## src/rtl/wrb_pkg.sv

```systemverilog
package wrb_pkg;

  localparam int ADDR_W = 2;

  typedef enum logic [ADDR_W-1:0] {
    SEL_CNT_HI = 2'd0,
    SEL_CNT_LO = 2'd1,
    SEL_CMP_HI = 2'd2,
    SEL_CMP_LO = 2'd3
  } sel_e;

  typedef struct packed {
    logic rd_cnt_hi;
    logic rd_cnt_lo;
    logic rd_cmp_hi;
    logic rd_cmp_lo;
    logic wr_park;
    logic wr_cnt_commit;
    logic wr_cmp_commit;
  } acc_t;

endpackage

```

## src/rtl/wrb_decode.sv

```systemverilog
module wrb_decode
  import wrb_pkg::*;
(
  input  logic              rd,
  input  logic              wr,
  input  logic [ADDR_W-1:0] addr,
  output acc_t              acc
);

  logic rd_eff;
  sel_e sel;

  // a write strobe masks a simultaneous read strobe
  assign rd_eff = rd & ~wr;
  assign sel    = sel_e'(addr);

  always_comb begin
    acc = '0;
    unique case (sel)
      SEL_CNT_HI: begin
        acc.wr_park   = wr;
        acc.rd_cnt_hi = rd_eff;
      end
      SEL_CNT_LO: begin
        acc.wr_cnt_commit = wr;
        acc.rd_cnt_lo     = rd_eff;
      end
      SEL_CMP_HI: begin
        acc.wr_park   = wr;
        acc.rd_cmp_hi = rd_eff;
      end
      SEL_CMP_LO: begin
        acc.wr_cmp_commit = wr;
        acc.rd_cmp_lo     = rd_eff;
      end
      default: acc = '0;
    endcase
  end

endmodule

```

## src/rtl/wrb_temp.sv

```systemverilog
module wrb_temp #(
  parameter int BYTE_W = 8
) (
  input  logic              clk,
  input  logic              rst_n,
  input  logic              park_en,
  input  logic [BYTE_W-1:0] park_data,
  input  logic              cap_en,
  input  logic [BYTE_W-1:0] cap_data,
  output logic [BYTE_W-1:0] temp_q
);

  always_ff @(posedge clk or negedge rst_n) begin
    if (!rst_n) begin
      temp_q <= '0;
    end else if (park_en) begin
      temp_q <= park_data;
    end else if (cap_en) begin
      temp_q <= cap_data;
    end
  end

endmodule

```

## src/rtl/wrb_word_reg.sv

```systemverilog
module wrb_word_reg #(
  parameter int                 WORD_W    = 16,
  parameter bit                 HAS_INC   = 1'b0,
  parameter logic [WORD_W-1:0]  RESET_VAL = '0
) (
  input  logic              clk,
  input  logic              rst_n,
  input  logic              load_en,
  input  logic [WORD_W-1:0] load_word,
  input  logic              inc_en,
  output logic [WORD_W-1:0] q
);

  function automatic logic [WORD_W-1:0] step_word(input logic [WORD_W-1:0] w);
    return w + {{(WORD_W-1){1'b0}}, 1'b1};
  endfunction

  logic [WORD_W-1:0] nxt;

  generate
    if (HAS_INC) begin : g_inc
      // a bus load outranks the count step
      always_comb begin
        if (load_en)      nxt = load_word;
        else if (inc_en)  nxt = step_word(q);
        else              nxt = q;
      end
    end else begin : g_plain
      logic unused_inc;
      assign unused_inc = inc_en;
      always_comb begin
        nxt = load_en ? load_word : q;
      end
    end
  endgenerate

  always_ff @(posedge clk or negedge rst_n) begin
    if (!rst_n) q <= RESET_VAL;
    else        q <= nxt;
  end

endmodule

```

## src/rtl/wide_reg_bridge.sv

```systemverilog
module wide_reg_bridge
  import wrb_pkg::*;
#(
  parameter int                   BYTE_W    = 8,
  parameter logic [2*BYTE_W-1:0]  CMP_RESET = '1
) (
  input  logic                 clk,
  input  logic                 rst_n,
  input  logic [1:0]           bus_addr,
  input  logic                 bus_rd,
  input  logic                 bus_wr,
  input  logic [BYTE_W-1:0]    bus_wdata,
  output logic [BYTE_W-1:0]    bus_rdata,
  input  logic                 count_en,
  output logic [2*BYTE_W-1:0]  cnt_q,
  output logic [2*BYTE_W-1:0]  cmp_q
);

  localparam int WORD_W = 2 * BYTE_W;

  function automatic logic [WORD_W-1:0] join_bytes(input logic [BYTE_W-1:0] hi,
                                                   input logic [BYTE_W-1:0] lo);
    return {hi, lo};
  endfunction

  function automatic logic [BYTE_W-1:0] upper_of(input logic [WORD_W-1:0] w);
    return w[WORD_W-1:BYTE_W];
  endfunction

  function automatic logic [BYTE_W-1:0] lower_of(input logic [WORD_W-1:0] w);
    return w[BYTE_W-1:0];
  endfunction

  acc_t acc;

  // named events for the checker
  logic              ev_rd_cnt_hi;
  logic              ev_rd_cnt_lo;
  logic              ev_rd_cmp_hi;
  logic              ev_rd_cmp_lo;
  logic              ev_park;
  logic              cnt_load;
  logic              cmp_load;
  logic              rd_any;
  logic [BYTE_W-1:0] temp_q;
  logic [WORD_W-1:0] load_word;
  logic [BYTE_W-1:0] rd_next;

  wrb_decode u_dec (
    .rd   (bus_rd),
    .wr   (bus_wr),
    .addr (bus_addr),
    .acc  (acc)
  );

  assign ev_rd_cnt_hi = acc.rd_cnt_hi;
  assign ev_rd_cnt_lo = acc.rd_cnt_lo;
  assign ev_rd_cmp_hi = acc.rd_cmp_hi;
  assign ev_rd_cmp_lo = acc.rd_cmp_lo;
  assign ev_park      = acc.wr_park;
  assign cnt_load     = acc.wr_cnt_commit;
  assign cmp_load     = acc.wr_cmp_commit;
  assign rd_any       = ev_rd_cnt_hi | ev_rd_cnt_lo | ev_rd_cmp_hi | ev_rd_cmp_lo;

  wrb_temp #(.BYTE_W(BYTE_W)) u_temp (
    .clk       (clk),
    .rst_n     (rst_n),
    .park_en   (ev_park),
    .park_data (bus_wdata),
    .cap_en    (ev_rd_cnt_hi),
    .cap_data  (lower_of(cnt_q)),
    .temp_q    (temp_q)
  );

  assign load_word = join_bytes(temp_q, bus_wdata);

  wrb_word_reg #(
    .WORD_W    (WORD_W),
    .HAS_INC   (1'b1),
    .RESET_VAL ('0)
  ) u_cnt (
    .clk       (clk),
    .rst_n     (rst_n),
    .load_en   (cnt_load),
    .load_word (load_word),
    .inc_en    (count_en),
    .q         (cnt_q)
  );

  wrb_word_reg #(
    .WORD_W    (WORD_W),
    .HAS_INC   (1'b0),
    .RESET_VAL (CMP_RESET)
  ) u_cmp (
    .clk       (clk),
    .rst_n     (rst_n),
    .load_en   (cmp_load),
    .load_word (load_word),
    .inc_en    (1'b0),
    .q         (cmp_q)
  );

  always_comb begin
    rd_next = bus_rdata;
    if (ev_rd_cnt_hi)      rd_next = upper_of(cnt_q);
    else if (ev_rd_cnt_lo) rd_next = temp_q;
    else if (ev_rd_cmp_hi) rd_next = upper_of(cmp_q);
    else if (ev_rd_cmp_lo) rd_next = lower_of(cmp_q);
  end

  always_ff @(posedge clk or negedge rst_n) begin
    if (!rst_n)      bus_rdata <= '0;
    else if (rd_any) bus_rdata <= rd_next;
  end

endmodule

```

## config.mk

```make
export PLATFORM = sky130hd
export DESIGN_NAME = wide_reg_bridge
export DESIGN_NICKNAME = d
export VERILOG_FILES = /design/src/rtl/wrb_pkg.sv /design/src/rtl/wrb_decode.sv /design/src/rtl/wrb_temp.sv /design/src/rtl/wrb_word_reg.sv /design/src/rtl/wide_reg_bridge.sv
export SDC_FILE = /design/constraint.sdc
export NUM_CORES = 1
export LEC_CHECK = 0
export ABC_AREA = 1
export ABC_CLOCK_PERIOD_IN_PS = 3700
export BUFFER_PORTS_ARGS = -buffer_cell sky130_fd_sc_hd__buf_2
export CORE_AREA = 4 4 76 78
export CTS_BUF_LIST = sky130_fd_sc_hd__clkbuf_4
export CTS_CLUSTER_SIZE = 30
export DETAILED_ROUTE_END_ITERATION = 6
export DIE_AREA = 0 0 80 82
export PLACE_DENSITY = 0.78
export SLEW_MARGIN = 20
export SYNTH_ARGS = -nofsm -noshare
export SYNTH_HDL_FRONTEND = slang
export SYNTH_SLANG_ARGS = --single-unit
```

## constraint.sdc

```tcl
create_clock -name clk -period 3.7 [get_ports clk]
set_clock_uncertainty 0.1 [all_clocks]
set_input_delay 0.74 -clock clk [delete_from_list [all_inputs] [get_ports clk]]
set_output_delay 0.74 -clock clk [all_outputs]
set_load 0.05 [all_outputs]
```

==> run metrics, run 1 <==
FFs w/ async S/R, synth=1.00; CTS tree=done; Post-synth EDFFs=0; Port Buf Inserts=54; drt drc=0; busiest grt layer=met2; RePlAce Congestion=0.932; fill cell total of the finished layout=505; met2 Use GR=0.366; Critical R2R Launch=u_cnt.q[0]; grt total ovfl=0; clk buf depth=2; total core area=5070 µm²; synth warn=0; CP Buf/Inv Count=1; Layout Nets=432; vias in the first global route=2453; CP Data Required Time=2.86 ns; CTS root buffer=clkbuf_4; Post-Syn Instances=365; die area=6560 µm²; Main synth FF type=dfrtp_1; Max Cap Violations=0; PwrDens=596 nW/µm²; RSZ-0062 raised after global routing=no; Die W=80 µm; Inserted Diodes=0; Syn Area/Cell=7.45 µm²; largest net degree at the start of global routing=49; Tmin final=2.06 ns; measured slew at the worst slew-check pin=0.926 ns; post-route ant nets=0; Routed wire per std cell=14.3 µm; Max Clk Rate=0.485 GHz; CTS clk-pin slew, worst paths=0.14 ns; Setup TNS Final=0 ns; area leader, netlist=dfrtp_1; Slew headroom=0.381; first-pass GRT wire length=11600 µm; overall routing resource usage=0.231; Placed Area=3020 µm²; FF-to-FF End=u_cnt.q[10]; Routed WL=6960 µm; CP endpoint kind=primary output; HPWL Detailed=5370 µm; H-tree levels=2; most numerous cell in the Yosys netlist=nand2_1; Worst Setup Start Kind=register; Hold WC Path Type=input port to async pin; cell area after layout=3070 µm²; Die H=82 µm; CP startpoint=u_cmp.q[11]; Area Overhead vs Synth=12.9%; final setup violating endpoints=0; worst vdd ir=0.000382 V; row count=26; Hold-fix buffers, CTS=0; CTS-repair resized insts=0; Synth Cell Area=2720 µm²; Mapped Nets=381; met1 usage=0.318; met3 usage=0.0384; delay-heaviest family, CP=flip-flops; vias per cell=5.30; Yosys reg bits=48; critical path type=register to primary output; worst-case reg-to-reg path depth=7; Reg2Reg Setup Slack=2.01 ns; DR vias=2579; Yosys cell types=27; max-slew violation count=0; Crit-path slowest cell=dfstp_2; Leakage Power=1.59 nW; DRT iter0 DRCs=237; post-CTS setup buffer count=0; Fin. Hold Viols=0; io pins=55; share of cells above drive strength 1=0.216; Clock Latency Late Sink=0.37 ns; largest driver fanout on the critical path=3; drt pass-1 iters=5; Synth top cells by count=114 x nand2_1, 53 x inv_1, 32 x dfrtp_1; Synth top area share=0.294; status=finished clean; Crit path arrival time=1.22 ns; Critical Path Max Stage Delay=0.58 ns; synth top area cells=dfrtp_1 29%, nand2_1 16%, dfstp_2 15%; fin crit share=0.557; Initial Util=0.536; CTS Buf Count=5; critical-path cell list=buf_2; share of the yosys chip area belonging to registers=0.449; CTS sink count=48; antenna violations before repair=0
==> registers in the layout (all words and copies together), names as in the netlist <==
register       cells
u_cmp.q           16
u_cnt.q           16
bus_rdata          8
u_temp.temp_q      8
==> logic make-up (layout without fill, tap and decap cells) <==
kind of cell | count (synthesis) | in the layout | synth area share
buf+inv | 67 | 119 | 0.101
flops | 48 | 48 | 0.449
compound gates | 69 | 69 | 0.150
simple gates | 175 | 175 | 0.279
xor+xnor | 5 | 5 | 0.0161
fa+ha+maj | 1 | 1 | 0.00460
==> area by class of cell <==
type	count	area (µm²)	area share
inverter	57	214	0.0697
sequential	48	1220	0.398
clock inverter	3	13.8	0.00448
multi-input combinational	250	1220	0.399
timing repair buffer	54	273	0.0888
tap	70	87.6	0.0285
clock buffer	5	37.5	0.0122
==> worst max-delay path by stage <==
stage               depth (start not counted)     endpoint
CTS                                         1     cmp_q[1]
global placement                            3  u_cmp.q[15]
finish                                      1    cmp_q[11]
detailed placement                          3  u_cmp.q[13]
global route                                3  u_cmp.q[13]
floorplan                                   8  u_cnt.q[10]
==> power by group <==
part	switching [mW]	leakage, nW	internal (mW)
Combinational	0.624	0.990	0.192
Sequential	0.112	0.569	0.668
Clock	0.166	0.0324	0.0701
==> placed cells by master (no fill, tap or decap), drive strengths merged, types with 5 or more instances in the layout <==
master / n
dfrtp: 32
o21ai: 29
nand3: 30
a21oi: 10
o21bai: 6
xor2: 5
o211ai: 9
nor2: 24
o22ai: 11
clkbuf: 5
buf: 54
inv: 57
nand2: 118
dfstp: 16
==> layer usage <==
metal  vias up  share of wire
met5         -              0
met3        13          0.064
li1       1272              -
met2       112           0.44
met4         0          0.022
met1      1182           0.47
==> stage by stage <==
stage	hold slack, ns	setup WS, ns	utilization	std cells	power (mW)
floorplan	0.344	1.94	-	365	1.39
global placement	0.358	1.45	0.595	479	1.59
detailed placement	0.362	1.40	0.595	479	1.60
CTS	0.397	1.62	0.605	487	1.84
global route	0.280	1.57	0.605	487	1.95
finish	0.263	1.64	0.605	487	1.83
Power figures use the tool's default switching activity.
==> run 2: changes to the inputs <==
- ABC_CLOCK_PERIOD_IN_PS: 3700 -> 1800
- CORE_AREA: 4 4 76 78 -> 4 4 79 81
- DIE_AREA: 0 0 80 82 -> 0 0 83 85
- PLACE_DENSITY: 0.78 -> 0.75
- clock period: 3.7 -> 1.8 ns (I/O delays scaled with it)
==> run metrics, run 2 (synthesized netlist as in run 1, its figures left out) <==
final cell count without fillers=495; Met3 Routed Length=632 µm; DR vias=2646; pre-CTS setup slack=0.0535 ns; grt total ovfl=0; Regs by FF count=u_cmp.q: 16 flops, u_cnt.q: 16 flops; measured slew at the worst slew-check pin=0.484 ns; Inserted Diodes=0; Routed WL=7420 µm; CTS Buf Count=5; Leakage Power=1.62 nW; Die H=85 µm; most frequent cells in the layout=114 x nand2_1, 54 x buf_2, 53 x inv_1; CTS sink count=48; placed insts=486; delay-heaviest family, CP=flip-flops; vias per cell=5.35; vias in the first global route=2459; first-pass GRT wire length=12300 µm; drt drc=0; row count=27; CP Buf/Inv Count=1; H-tree levels=2; Clock Latency Late Sink=0.38 ns; Layout Nets=438; post-route ant nets=0; Area Overhead vs Synth=15.5%; Util after Layout=0.574; Max Cap Violations=0; io pins=55; Hold WC Path Type=input port to register; Initial Util=0.497; Die W=83 µm; die area=7060 µm²; Routed wire per std cell=15.0 µm; HPWL Detailed=5650 µm; status=finished clean; Fin. Hold Viols=0; Critical Path Max Stage Delay=0.58 ns; commonest non-fill, non-tap cell in the layout=nand2_1; Port Buf Inserts=54; critical path type=register to primary output; RSZ-0062 raised after global routing=no; antenna violations before repair=0; CTS tree=done; RePlAce Congestion=0.922; PwrDens=1220 nW/µm²; share of cells above drive strength 1=0.229; Setup TNS Final=0 ns; CP Data Required Time=1.34 ns; largest net degree at the start of global routing=34; worst vdd ir=0.000781 V; Tmin final=1.69 ns; Crit-path slowest cell=dfstp_2; total core area=5470 µm²; Worst Setup Start Kind=register; Crit path arrival time=1.23 ns; max-slew violation count=0; overall routing resource usage=0.216; routed metal-1 wirelength=3340 µm; final worst-path setup slack=0.110 ns; critical-path cell list=buf_2; Slew headroom=0.677; Max Clk Rate=0.592 GHz; DRT iter0 DRCs=200; largest driver fanout on the critical path=3; final setup violating endpoints=0; drt pass-1 iters=5; CTS root buffer=clkbuf_4; fin crit share=0.939; WL met2=3260 µm; Max Used Layer=met4; clk buf depth=2; CP endpoint kind=primary output; CTS clk-pin slew, worst paths=0.16 ns
[run 2: repair_timing]
action,4_1_cts,5_1_grt
setup buffers,0,0
resized for setup,0,1
hold endpoints to repair,15,0
hold buffers,1,0
setup endpoints to repair,0,2
[run 2: per-layer routing]
layer	vias up	global-route usage
met5	-	0
met4	0	0.0773
met3	15	0.0379
met2	139	0.337
met1	1196	0.302
li1	1296	-
[run 2: final timing paths]
path | startpoint | to | slack [ns] | depth (start not counted)
worst max-delay path | u_cmp.q[6] | cmp_q[6] | 0.11 | 1
worst min-delay path | bus_wdata[3] | u_cmp.q[3] | 0.13 | 3
worst max register to register | u_cnt.q[0] | u_cnt.q[10] | 0.21 | 7
worst min register to register | bus_rdata[5] | bus_rdata[5] | 0.39 | 2
max in group asynchronous | rst_n | u_cmp.q[13] | 0.68 | 3
min in group asynchronous | rst_n | u_cnt.q[3] | 0.31 | 2
[run 2: cell type report]
| cell class | count | area (µm²) |
|---|---|---|
| multi-input cells | 250 | 1220 |
| clock inverters | 2 | 16.3 |
| fillers | 532 | 2330 |
| well taps | 72 | 90.1 |
| flip-flops and latches | 48 | 1220 |
| inverters | 57 | 214 |
| repair buffers | 60 | 330 |
| clock buffers | 6 | 45.0 |
[run 2: worst min-delay path, cell delays in order]
cell	delay [ns]
buf_2	0.11
inv_1	0.07
o21ai_0	0.08
[run 2: per-stage QoR]
step | total power, mW | hold WS, ns | instance area, µm²
final | 3.84 | 0.129 | 3140
after global routing | 4.08 | 0.121 | 3140
after CTS | 3.86 | 0.116 | 3140
after detailed placement | 3.31 | 0.225 | 3070
after global placement | 3.28 | 0.217 | 3070
after floorplan | 2.85 | -0.0356 | 2720
[run 2: power breakdown]
group | internal, mW | switching, mW
clock | 0.171 | 0.374
combinational | 0.404 | 1.28
sequential | 1.37 | 0.239
==> run 3: changes to the inputs <==
- MAX_ROUTING_LAYER: default -> met4
==> run metrics, run 3 (synthesized netlist as in run 1, its figures left out) <==
Inserted Diodes=0; Worst Setup Start Kind=register; hold_ws=0.154 ns; final worst-path setup slack=0.127 ns; Max Cap Violations=0; delay-heaviest family, CP=flip-flops; post-CTS setup buffer count=0; pre-CTS setup slack=0.0679 ns; fill cell total of the finished layout=547; first-pass GRT wire length=12500 µm; total core area=5470 µm²; CP endpoint kind=primary output; die area=7060 µm²; drt pass-1 iters=5; CP Data Required Time=1.34 ns; PwrDens=1250 nW/µm²; Routed wire per std cell=15.0 µm; Routed WL=7400 µm; RePlAce Congestion=0.908; CP Buf/Inv Count=1; RSZ-0062 raised after global routing=no; measured slew at the worst slew-check pin=0.513 ns; HPWL Detailed=5630 µm; Hold WC Path Type=input port to register; Layout Nets=438; clk buf depth=2; busiest grt layer=met2; Reg2Reg Setup Slack=0.19 ns; Port Buf Inserts=54; post-route ant nets=0; row count=27; max-slew violation count=0; vias per cell=5.27; Die W=83 µm; largest net degree at the start of global routing=49; Slew headroom=0.657; critical path type=register to primary output; Crit path arrival time=1.21 ns; Leakage Power=1.63 nW; Setup TNS Final=0 ns; DR vias=2608; met2 Use GR=0.335; antenna violations before repair=0; met1 usage=0.311; vias in the first global route=2509; largest driver fanout on the critical path=3; commonest non-fill, non-tap cell in the layout=nand2_1; Fin. Hold Viols=0; grt total ovfl=0; Clock Latency Late Sink=0.37 ns; CTS root buffer=clkbuf_4; met3 usage=0.0466; worst vdd ir=0.00106 V; CTS Buf Count=5; drt drc=0; CTS clk-pin slew, worst paths=0.13 ns; CTS sink count=48; Regs by FF count=u_cmp.q: 16 flops, u_cnt.q: 16 flops; fin crit share=0.929; DRT iter0 DRCs=178; Tmin final=1.67 ns; H-tree levels=2; Critical Path Max Stage Delay=0.59 ns; final setup violating endpoints=0; Area Overhead vs Synth=16.2%; Initial Util=0.497; share of cells above drive strength 1=0.227; status=finished clean; critical-path cell list=buf_2; Max Clk Rate=0.598 GHz; Crit-path slowest cell=dfstp_2; overall routing resource usage=0.225; Die H=85 µm; most frequent cells in the layout=114 x nand2_1, 54 x buf_2, 53 x inv_1; CTS tree=done; io pins=55
## run 3: changes by cell type in the layout (fill, tap and decap cells not counted), sizes merged
cell / change
bufinv: +1
clkbuf: -1
## run 3: through the flow
step	power [mW]	area, µm²	instances	util
after global placement	3.28	3070	486	0.561
after detailed placement	3.31	3070	486	0.561
final	3.94	3160	495	0.578
after CTS	3.97	3160	495	0.578
after floorplan	2.85	2720	365	-
after global routing	4.19	3160	495	0.578
## run 3: timing repair
action	in CTS	in global routing
endpoints found under the hold margin	32	0
hold buffers	1	0
resized for setup	0	0
## run 3: report_power, final
part	internal (mW)	leakage [nW]	total, mW	switching [mW]
logic	0.404	1.02	1.69	1.29
registers	1.37	0.569	1.60	0.232
clock network	0.290	0.0412	0.648	0.358
total	2.07	1.63	3.94	1.88
## run 3: routing by layer
metal	wire length [µm]	share of wire
met1	3430	0.46
met2	3280	0.44
met3	513	0.069
met4	183	0.025
met5	0	0
## run 3: final cells by class
| class | count | area [µm²] | share of cell area |
|---|---|---|---|
| well taps | 72 | 90.1 | 0.0285 |
| flip-flops and latches | 48 | 1220 | 0.386 |
| inverters | 57 | 214 | 0.0677 |
| repair buffers | 60 | 330 | 0.105 |
| clock inverters | 3 | 42.5 | 0.0135 |
| clock buffers | 5 | 37.5 | 0.0119 |
| multi-input cells | 250 | 1220 | 0.388 |
## run 3: path summary, 6_finish.rpt
kind,depth (start not counted),startpoint,endpoint
max,1,u_cmp.q[6],cmp_q[6]
min,3,bus_wdata[5],u_cmp.q[5]
max reg2reg,7,u_cnt.q[0],u_cnt.q[10]
min reg2reg,2,bus_rdata[7],bus_rdata[7]
max in group asynchronous,3,rst_n,u_cmp.q[14]
min in group asynchronous,3,rst_n,u_cnt.q[13]
